===== src/rtl/pwm_out_steer.sv =====
module pwm_out_steer #(
  parameter int DATA_W = 16
) (
  input  logic              clk,
  input  logic              rst_n,
  input  logic              wr_en,
  input  logic [DATA_W-1:0] wr_data,
  output logic [DATA_W-1:0] rd_data,
  input  logic              sync_pulse,
  input  logic              mid_pulse,
  input  logic              dbl_mode,
  input  logic [5:0]        tu_in,
  output logic [5:0]        pwm_out
);
  localparam int CW    = 9;
  localparam int NPAIR = 3;
  localparam int XO0   = 2 * NPAIR;

  logic [CW-1:0] hold;
  logic [CW-1:0] act;
  logic          upd;

  assign upd = sync_pulse | (mid_pulse & dbl_mode);

  always_ff @(posedge clk) begin
    if (!rst_n) begin
      hold <= '0;
      act  <= '0;
    end else begin
      if (upd)   act  <= hold;
      if (wr_en) hold <= wr_data[CW-1:0];
    end
  end

  assign rd_data = {{(DATA_W-CW){1'b0}}, hold};

  for (genvar p = 0; p < NPAIR; p++) begin : g_pair
    logic swp;
    assign swp = act[XO0+p];
    assign pwm_out[2*p+1] = (swp ? tu_in[2*p]   : tu_in[2*p+1]) & ~act[2*p+1];
    assign pwm_out[2*p]   = (swp ? tu_in[2*p+1] : tu_in[2*p])   & ~act[2*p];
  end
endmodule


===== config.mk =====
export PLATFORM = sky130hd
export DESIGN_NAME = pwm_out_steer
export DESIGN_NICKNAME = d
export VERILOG_FILES = /design/src/rtl/pwm_out_steer.sv
export SDC_FILE = /design/constraint.sdc
export NUM_CORES = 1
export LEC_CHECK = 0
export CORE_UTILIZATION = 32
export DETAILED_ROUTE_END_ITERATION = 16
export DONT_BUFFER_PORTS = 1
export HOLD_SLACK_MARGIN = 0.12
export PLACE_DENSITY_LB_ADDON = 0.25
export SLEW_MARGIN = 20
export SYNTH_ARGS = -nofsm -noshare
export SYNTH_HDL_FRONTEND = slang
export SYNTH_SLANG_ARGS = --single-unit

===== constraint.sdc =====
create_clock -name clk -period 0.8 [get_ports clk]
set_input_delay 0 -clock clk [delete_from_list [all_inputs] [get_ports clk]]
set_output_delay 0 -clock clk [all_outputs]
set_load 0.05 [all_outputs]

==> impl_metrics.py <==
metrics = {
    "placed_design": {
        "dpl-instance-area_um2": 978,
        "pre_cts_ws_ns": -0.0214,
        "dp_cells": 124,
        "gp_congestion": 0.602,
        "dp_hpwl_um": 1070,
        "portBuffers": 0,
    },
    "critical_path": {
        "end_kind": "primary output",
        "reg2reg_depth": 3,
        "cp.required_ns": 0.80,
        "endpoint": "pwm_out[0]",
        "startpoint": "act[6]",
        "rrSetupSlack_ns": 0.04,
        "worstPathMaxFanout": 3,
        "cp.arrival_ns": 1.09,
        "startpoint_type": "flip-flop",
        "worstReg2RegStart": "hold[0]",
        "crit_type": "flip-flop to primary output",
        "rr_endpoint": "hold[0]",
    },
    "layout": {
        "fillCellCount": 237,
        "drive_above_1_share": 0.439,
        "most-common-layout-cells": "mux2i_1 (20), nand2_1 (18), dfxtp_2 (11)",
        "post-route-util": 0.472,
        "final_common_cell": "mux2i_1",
        "antenna-diode-count": 0,
        "ff_latch_area_um2": 378,
        "instances_no_fill": 137,
        "layout.nets": 136,
        "multi_input_area_um2": 477,
        "area_growth_pct": 37.6,
        "final_cell_area_mm2": 0.00119,
    },
    "timing": {
        "timing.final.ws_setup_ns": -0.289,
        "finClkSkew_ns": 0.000341,
        "hold_ws_ns": -0.158,
        "fmax_ghz": 0.918,
        "rsz0062_at_grt": "true",
        "setup_tns_ns": -1.66,
        "finalHoldViolations": 18,
        "finalSetupViolCount": 6,
        "slew_violations": 0,
        "min_period_ns": 1.09,
        "timing.final.crit_share": 1.36,
    },
    "clock_tree": {
        "htreeDepth": 1,
        "root_buffer": "clkbuf_4",
        "clk-insertion-delay-late_ns": 0.28,
        "clock_sinks": 18,
        "cts_tree": "done",
        "cts_buffer_depth": 2,
        "clk_pin_slew_ns": 0.10,
        "numCtsBuffers": 3,
    },
    "route": {
        "drt-vias-per-instance": 4.47,
        "wl_met3_um": 125,
        "via_count": 612,
        "wl_met2_um": 673,
        "drt_first_pass_iters": 2,
        "m1WireLength_um": 771,
        "drcViolationCount": 0,
        "top_layer": "met4",
        "ant_nets": 0,
        "first_iter_violations": 9,
        "totalWireLength_um": 1580,
        "post_drt_wl_per_cell_um": 11.5,
    },
    "yosys": {
        "ys_warn_count": 0,
        "synth_area_um2": 865,
        "synth_cells": 89,
        "yosysSeqAreaShare": 0.417,
        "synth.ff_latch_count": 18,
        "synth_cell_types": 9,
        "syn_area_per_cell_um2": 9.71,
    },
    "global_routing": {
        "grt_max_degree": 28,
        "grt_pass1_vias": 550,
        "grt_pass1_wl_um": 2510,
        "grt-ovfl-total": 0,
        "antenna_found_initial": 0,
        "grt.total_usage": 0.121,
    },
    "floorplanning": {
        "die_y_um": 54.0,
        "num_rows": 18,
        "start_util": 0.343,
        "die_w_um": 54.0,
        "dieArea_mm2": 0.00291,
        "core_mm2": 0.00252,
        "io_pins": 50,
    },
    "pwr": {
        "pwr_density_cell_mw_per_mm2": 1770,
        "leakage_nw": 0.502,
        "power_mw": 2.11,
        "ir_worst_vdd_mv": 0.993,
    },
    "run_status": {
        "status": "finished, violations left",
        "violations": "negative hold slack, negative setup slack",
    },
    "hold_path": {
        "hold_class": "input pin to flip-flop",
    },
    "run": {
        "maxCapViolCount": 0,
    },
}
[cell usage after synthesis]
cell type  count  share of area
mux2i_1       24           0.28
nand2_1       18          0.078
nor2_1         6          0.026
conb_1         1         0.0043
a21oi_2        1          0.010
dfxtp_1       18           0.42
buf_6          4          0.052
buf_4          8          0.069
nor2b_1        9          0.065
[where the power goes]
part           switching [mW]  internal, mW  total (mW)
clock                   0.261         0.277       0.537
combinational           0.351         0.229       0.580
sequential             0.0457         0.946       0.992
total                   0.657          1.45        2.11
[final cells by class]
| class | instances | area share |
|---|---|---|
| timing repair buffer | 20 | 0.220 |
| sequential | 18 | 0.318 |
| clock buffer | 4 | 0.0305 |
| tap | 30 | 0.0315 |
| multi-input combinational | 65 | 0.401 |
[state kept, by name, summed over array words and instances, names as in the netlist]
signal / count
act: 9
hold: 9
[metal layers]
metal | track usage | vias up
met5 | 0 | -
met4 | 0.0641 | 0
met3 | 0.0311 | 2
met2 | 0.152 | 28
met1 | 0.182 | 272
li1 | - | 310
[timing repair]
action                                  CTS  global route
resized for setup                        25             6
endpoints found under the setup margin   15            20
buffers inserted                          9             0
hold endpoints to repair                 18            18
cloned                                    0             0
[worst max-delay path, cell delays in order, from the launching register on]
cell,delay [ns]
dfxtp_2,0.37
mux2i_1,0.22
nor2_2,0.07
buf_12,0.14
[cells by family after synthesis]
family / Yosys count / share of synthesized area
other cells: 1 / 0.00434
simple gates: 33 / 0.169
flops: 18 / 0.417
buf+inv: 12 / 0.122
compound gates: 1 / 0.0101
mux: 24 / 0.278
[worst min path at each step]
stage / from / endpoint / slack (ns) / depth (start not counted)
6_report: rst_n / hold[5] / -0.16 / 1
3_5_place_dp: rst_n / hold[5] / 0.14 / 1
4_1_cts: rst_n / hold[5] / -0.17 / 1
3_3_place_gp: rst_n / hold[7] / 0.13 / 1
5_1_grt: rst_n / hold[5] / -0.18 / 1
2_1_floorplan: wr_data[0] / hold[0] / 0.17 / 2
Power figures use the tool's default switching activity.
